File: config.mk
export PLATFORM = sky130hd
export DESIGN_NAME = bitstream_aligner
export DESIGN_NICKNAME = d
export VERILOG_FILES = /design/src/rtl/bsa_pkg.sv /design/src/rtl/bsa_byte_order.sv /design/src/rtl/bsa_fifo.sv /design/src/rtl/bitstream_aligner.sv
export SDC_FILE = /design/constraint.sdc
export NUM_CORES = 1
export LEC_CHECK = 0
export BUFFER_PORTS_ARGS = -buffer_cell sky130_fd_sc_hd__buf_2
export CORE_MARGIN = 5
export CORE_UTILIZATION = 55
export CTS_CLUSTER_DIAMETER = 200
export DETAILED_ROUTE_END_ITERATION = 6
export MAX_ROUTING_LAYER = met4
export PLACE_DENSITY = 0.73
export SLEW_MARGIN = 10
export SYNTH_ARGS = -nofsm -noshare
export SYNTH_HDL_FRONTEND = slang
export SYNTH_SLANG_ARGS = --single-unit
File: constraint.sdc
create_clock -name clk -period 14.25 [get_ports clk]
set_input_delay 1.425 -clock clk [delete_from_list [all_inputs] [get_ports clk]]
set_output_delay 1.425 -clock clk [all_outputs]
set_load 0.005 [all_outputs]
File: src/rtl/bsa_pkg.sv
package bsa_pkg;
  // source of the reservoir shift in a given cycle
  typedef enum logic [1:0] {
    SH_NONE  = 2'd0,
    SH_USE   = 2'd1,
    SH_ALIGN = 2'd2
  } sh_src_e;
endpackage

File: src/rtl/bsa_byte_order.sv
module bsa_byte_order #(
  parameter int WORD_W = 32
) (
  input  logic              big_en,
  input  logic [WORD_W-1:0] din,
  output logic [WORD_W-1:0] dout
);
  localparam int NB = WORD_W / 8;

  for (genvar b = 0; b < NB; b++) begin : g_lane
    assign dout[8*b +: 8] = big_en ? din[8*(NB-1-b) +: 8] : din[8*b +: 8];
  end
endmodule

File: src/rtl/bsa_fifo.sv
module bsa_fifo #(
  parameter int W     = 32,
  parameter int DEPTH = 16
) (
  input  logic         clk,
  input  logic         rst,
  input  logic         wr_en,
  input  logic [W-1:0] wr_data,
  output logic         full,
  input  logic         rd_en,
  output logic [W-1:0] rd_data,
  output logic         empty
);
  localparam int AW = $clog2(DEPTH);

  logic [W-1:0] mem [DEPTH];
  logic [AW-1:0] wp, rp;
  logic [AW:0]   cnt;
  logic          do_wr, do_rd;

  assign full    = (cnt == (AW+1)'(DEPTH));
  assign empty   = (cnt == '0);
  assign do_wr   = wr_en && !full;
  assign do_rd   = rd_en && !empty;
  assign rd_data = mem[rp];

  always_ff @(posedge clk) begin
    if (do_wr) mem[wp] <= wr_data;
  end

  always_ff @(posedge clk) begin
    if (rst) begin
      wp  <= '0;
      rp  <= '0;
      cnt <= '0;
    end else begin
      if (do_wr) wp <= wp + 1'b1;
      if (do_rd) rp <= rp + 1'b1;
      case ({do_wr, do_rd})
        2'b10:   cnt <= cnt + 1'b1;
        2'b01:   cnt <= cnt - 1'b1;
        default: cnt <= cnt;
      endcase
    end
  end
endmodule

File: src/rtl/bitstream_aligner.sv
module bitstream_aligner
  import bsa_pkg::*;
#(
  parameter int WORD_W     = 32,
  parameter int FIFO_DEPTH = 16,
  parameter int WIN_W      = 16,
  localparam int CNT_W     = $clog2(WIN_W + 1)
) (
  input  logic              clk,
  input  logic              rst,
  input  logic              big_endian,
  input  logic              in_valid,
  input  logic [WORD_W-1:0] in_data,
  output logic              in_ready,
  input  logic              src_done,
  input  logic [CNT_W-1:0]  need_n,
  output logic [WIN_W-1:0]  win_data,
  output logic              win_valid,
  input  logic              use_en,
  input  logic [CNT_W-1:0]  use_n,
  output logic              use_ack,
  input  logic              align_en,
  output logic              err_underflow
);
  localparam int RES_W = 2 * WORD_W;
  localparam int LVL_W = $clog2(RES_W + 1);

  logic [WORD_W-1:0] word_norm, fifo_q;
  logic              fifo_full, fifo_empty, fifo_pop;
  logic [RES_W-1:0]  res, res_next;
  logic [LVL_W-1:0]  level, lvl_after, sh_amt;
  sh_src_e           sh_sel;

  bsa_byte_order #(.WORD_W(WORD_W)) u_order (
    .big_en (big_endian),
    .din    (in_data),
    .dout   (word_norm)
  );

  bsa_fifo #(.W(WORD_W), .DEPTH(FIFO_DEPTH)) u_fifo (
    .clk     (clk),
    .rst     (rst),
    .wr_en   (in_valid),
    .wr_data (word_norm),
    .full    (fifo_full),
    .rd_en   (fifo_pop),
    .rd_data (fifo_q),
    .empty   (fifo_empty)
  );

  assign in_ready  = !fifo_full;
  // reload only when a whole word fits above the held bits
  assign fifo_pop  = !fifo_empty && (level <= LVL_W'(WORD_W));
  assign use_ack   = use_en && !align_en && (LVL_W'(use_n) <= level);
  assign win_data  = res[WIN_W-1:0];
  assign win_valid = (LVL_W'(need_n) <= level);

  always_comb begin
    if (align_en)     sh_sel = SH_ALIGN;
    else if (use_ack) sh_sel = SH_USE;
    else              sh_sel = SH_NONE;
    case (sh_sel)
      SH_ALIGN: sh_amt = LVL_W'(level[2:0]);
      SH_USE:   sh_amt = LVL_W'(use_n);
      default:  sh_amt = '0;
    endcase
    lvl_after = level - sh_amt;
    res_next  = res >> sh_amt;
    if (fifo_pop) res_next = res_next | (RES_W'(fifo_q) << lvl_after);
  end

  always_ff @(posedge clk) begin
    if (rst) begin
      res           <= '0;
      level         <= '0;
      err_underflow <= 1'b0;
    end else begin
      res   <= res_next;
      level <= lvl_after + (fifo_pop ? LVL_W'(WORD_W) : '0);
      if (src_done && fifo_empty && (LVL_W'(need_n) > level))
        err_underflow <= 1'b1;
    end
  end
endmodule

==> results.cfg <==
[yosys]
async_flop_share_pct = 0
synth_area_um2 = 30800
ys_types = 100
synthTopCellsByArea = edfxtp_1 (50%), mux2i_1 (7.5%), mux4_2 (6.7%)
synthCells = 2349
syn_nets = 2426
seq_area_frac_synth_pct = 55.6
synth_area_leader_cell = edfxtp_1
avgSynthCellArea_um2 = 13.1
synth_top_area_share_pct = 49.8
synth_edf_count = 512
synth-seq-cells = 601
synth-main-ff-cell = edfxtp_1
yosysWarnings = 0

[hold_path]
hold_depth = 1
min_from = err_underflow
hold_class = reg2reg
min_to = err_underflow

[routing]
wirelength_mm = 96.5
vias = 21900
drtAntennaViolNets = 0
post_drt_wl_per_cell_um = 30.5
drt_iter0_drc = 2686
drc = 0
viasPerCell = 6.92
dr.pass1.iters = 7

[setup_path]
regToRegEndpoint = res[15]
critPathMaxFanout = 28
crit_path_end_kind = flop
cp.required_ns = 14.75
arrival_ns = 7.87
cp_cell_sequence = buf_2, ha_1, and3b_1, a211oi_1, o311a_1, and2_1, buf_4, inv_2, buf_4, ha_1, o211ai_1, and3_1, or3_1, buf_4, clkinv_1, nor2_1, buf_4, nand2_1, nor2_1, nand2_1, o221ai_1
path_buf_inv = 7
critPathSlowestCell = clkinv_1
reg2reg_depth = 21
reg2reg_from = level[1]
slowest_delay_ns = 0.76
r2r_setup_slack_ns = 7.11
critPathTopFamily = buffers and inverters
crit_type = in2reg
cp_common_cell = buf_4
worst_setup_path_start_kind = input pin

[floorplan]
rows = 86
core_area_um2 = 55300
ios = 69
fp.dieH_um = 247
die_w_um = 247
dieArea_um2 = 60900
start_util_pct = 55.8

[pwr]
leakage_nw = 11.3
switching_share_pct = 45.2
p_total_mw = 7.83
p_per_area_nw_per_um2 = 233
p_int_mw = 4.29
switchingPower_mw = 3.54
max-vdd-ir-drop_mv = 0.168
pwr-share-clk_pct = 20.2
p_seq_share_pct = 28.0
pwr-share-comb_pct = 51.8

[cts]
cts_resized = 0
clk_pin_slew_ns = 0.07
clock_latency_ns = 0.63
cts_tree = yes
cts.hold.buffers_added = 0
cts_setup_buffers = 0
htree_num_levels = 2
cts.sinks = 601
cts_max_path_buffers = 3
numCtsBuffers = 59
root_buffer = clkbuf_16

[sta]
layout_min_cycle_time_ns = 7.36
tns_ns = 0
fin_skew_ns = 0.0354
rsz0062_at_grt = no
relSlewSlack_pct = 17.0
hold_violations = 0
finalMaxSlewViolations = 0
fin_ws_ns = 6.89
period_share_pct = 51.7
setup_viol = 0
fmax_mhz = 136
tightest_slew_ns = 1.23

[run_status]
outcome = completed

[final_layout]
diodes = 0
final_common_cell = edfxtp_1
instances_no_fill = 3158
final_cell_mix = edfxtp_1 (512), mux2i_1 (230), nor2_1 (130)
nNetsFinal = 2436
area_delta_synth_final_pct = 8.91
register_area_um2 = 17200
nFillCells = 4334
final_layout_size_suffix_gt1_share_pct = 18.2
multiInputGateArea_um2 = 12600
final_cell_area_um2 = 33600

[grt]
grt_max_degree = 122
grt_pass1_wl_mm = 142
grt_overflow = 0
grt_antenna_before_repair = 0
first_global_vias = 21400
globalRouteTotalUtil_pct = 32.2

[place]
port_buffers = 68
placed_cells = 3046
dp_hpwl_mm = 63.5
place.gp.congestion = 1.05
post-place-ws_ns = 6.47
place_area_um2 = 31600

[flow_run]
max_cap_violations = 0
[flip-flops by register name (all words and copies together), names as in the netlist, named ones only]
register,cells
level,7
res,64
u_fifo.wp,4
u_fifo.mem,512
u_fifo.rp,4
err_underflow,1
u_fifo.cnt,5
[Yosys cell counts, drive strengths merged, types with 7 or more instances]
cell     count
edfxtp     512
mux2i      231
nor2       144
nand2      129
buf        112
nand3      108
mux4       102
a21oi       95
dfxtp       89
o21ai       75
clkbuf      66
mux2        65
a22oi       62
a211oi      45
and3        39
nor3        34
inv         33
a31oi       29
ha          26
and2        20
o22ai       20
nor2b       19
a211o       17
o211ai      17
nand4       15
o221ai      15
a221o       14
a21o        13
a221oi      13
o21a        13
nand2b      11
o31ai       11
or2          9
xor2         9
a21boi       8
a22o         8
a32oi        8
o2bb2ai      8
o32ai        8
o22a         7
[per-layer routing]
metal  global-route usage [%]  share of wire, %
met5                        -                 0
met4                     13.3               5.2
met3                     4.31               7.7
met2                     51.7                48
met1                     42.0                39
[how the worst max path moves through the flow]
stage / start / depth (start not counted) / slack, ns / end
floorplan: use_n[4] / 19 / 8.28 / res[61]
global placement: use_n[1] / 21 / 6.38 / res[15]
detailed placement: use_n[1] / 21 / 6.47 / res[15]
CTS: use_n[1] / 21 / 7.14 / res[15]
global route: use_n[2] / 21 / 6.62 / res[15]
finish: use_n[1] / 21 / 6.89 / res[15]
[power by group through the flow]
stage / clock [mW] / sequential, mW / combinational, mW
CTS: 1.60 / 2.18 / 3.93
global placement: 0 / 2.22 / 3.93
detailed placement: 0 / 2.22 / 3.91
finish: 1.58 / 2.19 / 4.06
floorplan: 0 / 2.14 / 2.64
global route: 1.68 / 2.20 / 4.24
[stage by stage]
stage	hold slack (ns)	util [%]
finish	0.485	60.7
global route	0.521	60.7
CTS	0.486	60.7
detailed placement	0.470	57.2
global placement	0.470	57.2
floorplan	0.464	-
[logic make-up after synthesis]
group,Yosys count,synth area share (%)
compound gates,547,12.8
xor+xnor,14,0.397
fa+ha+maj,28,1.18
buf+inv,213,4.05
flops,601,55.6
mux,398,17.4
simple gates,548,8.54
[area by class of cell]
class / instances / share of cell area [%]
clock buffers: 68 / 4.56
clock inverters: 44 / 1.36
inverters: 35 / 0.398
multi-input cells: 1535 / 37.4
flip-flops and latches: 601 / 51.1
well taps: 748 / 2.79
repair buffers: 127 / 2.37
Note: power is estimated with default switching activity, not from simulation.
